$ cat config.mk
export PLATFORM = sky130hd
export DESIGN_NAME = useq_core
export DESIGN_NICKNAME = d
export VERILOG_FILES = /design/src/rtl/useq_pkg.sv /design/src/rtl/useq_seq_table.sv /design/src/rtl/useq_map.sv /design/src/rtl/useq_stack.sv /design/src/rtl/useq_core.sv
export SDC_FILE = /design/constraint.sdc
export NUM_CORES = 1
export LEC_CHECK = 0
export ABC_AREA = 1
export BUFFER_PORTS_ARGS = -buffer_cell sky130_fd_sc_hd__buf_4
export CORE_MARGIN = 2
export CORE_UTILIZATION = 35
export CTS_BUF_LIST = sky130_fd_sc_hd__clkbuf_8
export DETAILED_ROUTE_END_ITERATION = 12
export HOLD_SLACK_MARGIN = 0.05
export SYNTH_ARGS = -nofsm -noshare
export SYNTH_HDL_FRONTEND = slang
export SYNTH_SLANG_ARGS = --single-unit
$ cat constraint.sdc
create_clock -name clk -period 4.29 [get_ports clk]
set_input_delay 0.6435 -clock clk [delete_from_list [all_inputs] [get_ports clk]]
set_output_delay 0.6435 -clock clk [all_outputs]
set_load 0.03 [all_outputs]
$ cat src/rtl/useq_pkg.sv
package useq_pkg;

    typedef enum logic [1:0] {
        SRC_UPC = 2'b00,
        SRC_IMM = 2'b01,
        SRC_TOS = 2'b10,
        SRC_MAP = 2'b11
    } src_e;

    typedef struct packed {
        logic spare;
        logic file_n;
        logic push;
        src_e src;
    } seq_ctl_t;

    typedef enum logic [1:0] {
        STK_HOLD = 2'b00,
        STK_PUSH = 2'b01,
        STK_POP  = 2'b10
    } stk_op_e;

endpackage

$ cat src/rtl/useq_seq_table.sv
module useq_seq_table
    import useq_pkg::*;
(
    input  logic [2:0] code,
    input  logic       cond,
    output seq_ctl_t   ctl
);

    logic [4:0] word;

    always_comb begin
        unique case ({code, cond})
            4'd0:  word = 5'b01000;
            4'd1:  word = 5'b01001;
            4'd2:  word = 5'b01011;
            4'd3:  word = 5'b01001;
            4'd4:  word = 5'b01000;
            4'd5:  word = 5'b00101;
            4'd6:  word = 5'b01001;
            4'd7:  word = 5'b00010;
            4'd8:  word = 5'b11010;
            4'd9:  word = 5'b00101;
            4'd10: word = 5'b00000;
            4'd11: word = 5'b00001;
            4'd12: word = 5'b01001;
            4'd13: word = 5'b01000;
            4'd14: word = 5'b01000;
            4'd15: word = 5'b01000;
        endcase
    end

    assign ctl = seq_ctl_t'(word);

endmodule

$ cat src/rtl/useq_map.sv
module useq_map #(
    parameter int AW       = 12,
    parameter int OPW      = 8,
    parameter int MAP_BITS = 9,
    parameter logic [AW-1:0] FETCH_ADDR = 12'h004
) (
    input  logic [OPW-1:0] op,
    output logic [AW-1:0]  start
);

    always_comb begin
        start              = '0;
        start[OPW-1:0]     = op;
        start[MAP_BITS-1]  = 1'b1;
        if (op == '0) begin
            start = FETCH_ADDR;
        end
    end

endmodule

$ cat src/rtl/useq_stack.sv
module useq_stack
    import useq_pkg::*;
#(
    parameter int AW    = 12,
    parameter int DEPTH = 4
) (
    input  logic          clk,
    input  logic          rst_n,
    input  stk_op_e       op,
    input  logic [AW-1:0] din,
    output logic [AW-1:0] tos
);

    localparam int SPW = (DEPTH > 1) ? $clog2(DEPTH) : 1;

    logic [AW-1:0]  mem [DEPTH];
    logic [SPW-1:0] sp_q;
    logic [SPW-1:0] sp_up;
    logic [SPW-1:0] sp_dn;

    assign sp_up = sp_q + 1'b1;
    assign sp_dn = sp_q - 1'b1;
    assign tos   = mem[sp_q];

    always_ff @(posedge clk) begin
        if (!rst_n) begin
            sp_q <= '0;
            for (int i = 0; i < DEPTH; i++) begin
                mem[i] <= '0;
            end
        end else begin
            unique case (op)
                STK_PUSH: begin
                    mem[sp_up] <= din;
                    sp_q       <= sp_up;
                end
                STK_POP:  sp_q <= sp_dn;
                default:  sp_q <= sp_q;
            endcase
        end
    end

endmodule

$ cat src/rtl/useq_core.sv
module useq_core
    import useq_pkg::*;
#(
    parameter int AW       = 12,
    parameter int OPW      = 8,
    parameter int DEPTH    = 4,
    parameter int MAP_BITS = 9,
    parameter logic [AW-1:0] FETCH_ADDR = 12'h004
) (
    input  logic           clk,
    input  logic           rst_n,
    input  logic [2:0]     nxt_code,
    input  logic           cond,
    input  logic [AW-1:0]  imm,
    input  logic           ir_load_n,
    input  logic [OPW-1:0] dbus,
    input  logic [AW-1:0]  or_mask,
    output logic [AW-1:0]  uaddr
);

    localparam logic [AW-1:0] UPC_AFTER_RST = AW'(1);

    seq_ctl_t       ctl;
    stk_op_e        stk_op;
    logic [AW-1:0]  upc_q;
    logic [OPW-1:0] ir_q;
    logic [AW-1:0]  map_addr;
    logic [AW-1:0]  tos;
    logic [AW-1:0]  src_val;

    useq_seq_table u_table (
        .code (nxt_code),
        .cond (cond),
        .ctl  (ctl)
    );

    useq_map #(
        .AW         (AW),
        .OPW        (OPW),
        .MAP_BITS   (MAP_BITS),
        .FETCH_ADDR (FETCH_ADDR)
    ) u_map (
        .op    (ir_q),
        .start (map_addr)
    );

    useq_stack #(
        .AW    (AW),
        .DEPTH (DEPTH)
    ) u_stack (
        .clk   (clk),
        .rst_n (rst_n),
        .op    (stk_op),
        .din   (upc_q),
        .tos   (tos)
    );

    always_comb begin
        unique case (ctl.src)
            SRC_UPC: src_val = upc_q;
            SRC_IMM: src_val = imm;
            SRC_TOS: src_val = tos;
            SRC_MAP: src_val = map_addr;
        endcase
    end

    always_comb begin
        if (!rst_n || ctl.file_n) begin
            stk_op = STK_HOLD;
        end else if (ctl.push) begin
            stk_op = STK_PUSH;
        end else begin
            stk_op = STK_POP;
        end
    end

    assign uaddr = rst_n ? (src_val | or_mask) : '0;

    always_ff @(posedge clk) begin
        if (!rst_n) begin
            upc_q <= UPC_AFTER_RST;
            ir_q  <= '0;
        end else begin
            upc_q <= uaddr + AW'(1);
            if (!ir_load_n) begin
                ir_q <= dbus;
            end
        end
    end

endmodule

==> results.tsv <==
metric	value	unit
status	completed	
ratio of cells with drive above 1 in the final layout	0.1975	
post-detailed-placement half-perimeter wirelength	7380	µm
fin crit share	0.7302	
Max Fclk	0.3192	GHz
TritonRoute pass-1 iters	5	
Hold Buf Count CTS	0	
grt total ovfl	0	
CP max stage delay	580	ps
worst path cell trace	buf_4, inv_1, nor2_1, o21ai_0, inv_1, nor2_1, nor2_1, nand2_2, nand2_1, inv_1, buf_4	
setup TNS	0	ps
Buf+Inv Stages, Crit Path	5	
Slew Viols, Final	0	
post-route DRC violation count	0	
Cell variety after synth	36	
Worst Hold Endpoint	ir_q[4]	
register area share after synthesis	0.4826	
Starting Density	0.3626	
Crit-path slowest cell	inv_1	
Place WS	1133	ps
Die Height	110.7	µm
CTS buffer count	9	
crit-path leading delay family	buffers and inverters	
nets@finish	597	
final hold slack	476.6	ps
cts repair resizes	0	
Filler Cells Inserted	1122	
Mapped Cells	506	
final setup margin	1157	ps
Leak	0.002182	µW
clk root buf	clkbuf_8	
fin crit period	3133	ps
Peak VDD IR	0.0001804	V
worst hold path cell count	2	
register cell area after layout	1922	µm²
total die area	12250	µm²
gr usage total	0.1693	
RSZ-0062 raised after global routing	false	
DR iter-0 viols	193	
Avg Cell Area, Syn	7.871	µm²
first-pass GRT wire length	16460	µm
insertion delay to the later sink of the worst-skew pair	350	ps
Hold Startpoint	ir_q[4]	
YS warnings	0	
Worst slew margin	0.5091	
Worst setup SP type	flip-flop	
Worst-Margin Slew	735.6	ps
Core Footprint	10980	µm²
die width	110.7	µm
min-delay worst type	reg2reg	
Async SR Flop Fraction	0	
crit end category	output port	
Util after Layout	0.4263	
FF+latch count, synth	72	
Syn Std Cell Area	3983	µm²
total vias in the final route	3362	
antenna cells	0	
Max FO, Critical Path	26	
FP Rows	38	
total power	1772	µW
post-route ant nets	0	
initial antenna violation count	0	
DR WL/cell	14.39	µm
placer's final routability congestion estimate	0.8119	
WP data arrival	2490	ps
Worst R2R Path Depth	13	
R2R Setup Slk	1540	ps
largest net degree at the start of global routing	35	
count of final setup violators	0	
Worst EP required	3650	ps
Longest Clk Path Bufs	2	
CTS tree	yes	
final hold vios	0	
PortBufs	50	
Routed WL	10030	µm
dominant synthesized flop cell	edfxtp_1	
Layout area overhead	17.56	%
vias per cell	4.824	
# Post-CTS Setup Buffers	0	
vias in the first global route	3294	
Clock Skews	11.27	ps
reg-to-reg endpoint	upc_q[6]	
power per cell area	378.5	nW/µm²
kind of critical path	reg2out	
# IOs	51	
htree depth	3	
max-cap violations	0	
clock sinks	72	
clk slew on worst S/H paths	70	ps
syn nets	551	
Post-synth EDFFs	48	
area of the multi-input gates	1685	µm²
==> layout make-up <==
| type | instances | share of cell area |
|---|---|---|
| Clock buffer | 9 | 0.02646 |
| Clock inverter | 7 | 0.02084 |
| Inverter | 72 | 0.05826 |
| Multi-Input combinational cell | 343 | 0.3600 |
| Sequential cell | 72 | 0.4105 |
| Tap cell | 140 | 0.03741 |
| Timing Repair Buffer | 54 | 0.08658 |
==> metal layers <==
layer | global-route usage | up-vias | share of wire
li1 | - | 1699 | -
met1 | 0.2191 | 1569 | 0.46
met2 | 0.2933 | 88 | 0.50
met3 | 0.03007 | 6 | 0.036
met4 | 0.04333 | 0 | 0.0070
met5 | 0 | - | 0
==> registers in the layout (all words and copies together), names as in the netlist, named ones only <==
register      cells
upc_q            12
ir_q              8
u_stack.mem      48
u_stack.sp_q      2
==> worst max-delay path by stage <==
stage	startpoint	slack, ps	cells after the start	end
finish	flip-flop	1160	11	uaddr[5]
global route	flip-flop	900	13	uaddr[7]
CTS	flip-flop	1140	9	uaddr[9]
detailed placement	cond	1130	9	u_stack.mem[0][5]
global placement	cond	1260	9	u_stack.mem[0][7]
floorplan	nxt_code[0]	1200	7	u_stack.mem[3][0]
==> worst reg2reg max path: stages (launching register included) <==
cell	delay [ps]
dfxtp_1	300
buf_4	220
inv_1	580
o21ai_0	140
o21ai_0	340
nand2_1	100
nand3_1	110
o21ai_2	80
inv_1	100
ha_1	190
nand2_2	130
nor2_8	160
nand2_2	60
xor2_1	130
==> kinds of logic after synthesis <==
logic type               after synthesis  synth area share
AO/OA/AOI/OAI                         62           0.09174
XOR/XNOR                               3          0.006599
adder cells (fa/ha/maj)                6           0.01885
buffers and inverters                 91           0.09425
flip-flops                            72            0.4826
AND/OR/NAND/NOR                      272            0.3060
==> cells in the final DEF, fill, tap and decap left out, types with 10 or more instances in the layout <==
| cell | netlist | layout |
|---|---|---|
| edfxtp_1 | 48 | 48 |
| a21oi_1 | 10 | 10 |
| nand3_1 | 28 | 28 |
| nand2_2 | 15 | 15 |
| dfxtp_1 | 24 | 24 |
| nor2_1 | 103 | 103 |
| o21ai_0 | 37 | 37 |
| nand2_1 | 95 | 95 |
| buf_4 | 2 | 54 |
| inv_1 | 69 | 70 |
==> per-stage QoR <==
step                cells  cell area (µm²)
finish                697             4682
floorplan             506             3983
global placement      681             4461
global route          697             4682
detailed placement    681             4461
CTS                   697             4682
==> cells in the mapped netlist (2+ instances only) <==
library cell | n | area share
xor2_1 | 2 | 0.0044
dfxtp_1 | 24 | 0.12
buf_6 | 2 | 0.0057
buf_2 | 6 | 0.0075
or2_2 | 2 | 0.0031
clkbuf_1 | 8 | 0.0075
buf_4 | 2 | 0.0038
o21bai_2 | 6 | 0.017
ha_1 | 6 | 0.019
o21ai_0 | 37 | 0.046
o22ai_1 | 2 | 0.0031
nand3_1 | 28 | 0.035
nor2_2 | 3 | 0.0047
nand2_1 | 95 | 0.090
inv_2 | 2 | 0.0019
edfxtp_1 | 48 | 0.36
nor3_1 | 9 | 0.011
nand3_2 | 4 | 0.010
inv_1 | 69 | 0.065
nand2_4 | 3 | 0.0085
nand2_2 | 15 | 0.024
o21ai_1 | 2 | 0.0025
nand4_1 | 5 | 0.0079
nor2_4 | 3 | 0.0085
a21oi_1 | 10 | 0.013
nor2_1 | 103 | 0.097
==> where the power goes <==
group / switching (µW) / internal [µW]
Clock: 268 / 328
Combinational: 253 / 120
Sequential: 20.8 / 783
Total: 541 / 1230
(Power assumes the default switching activity.)
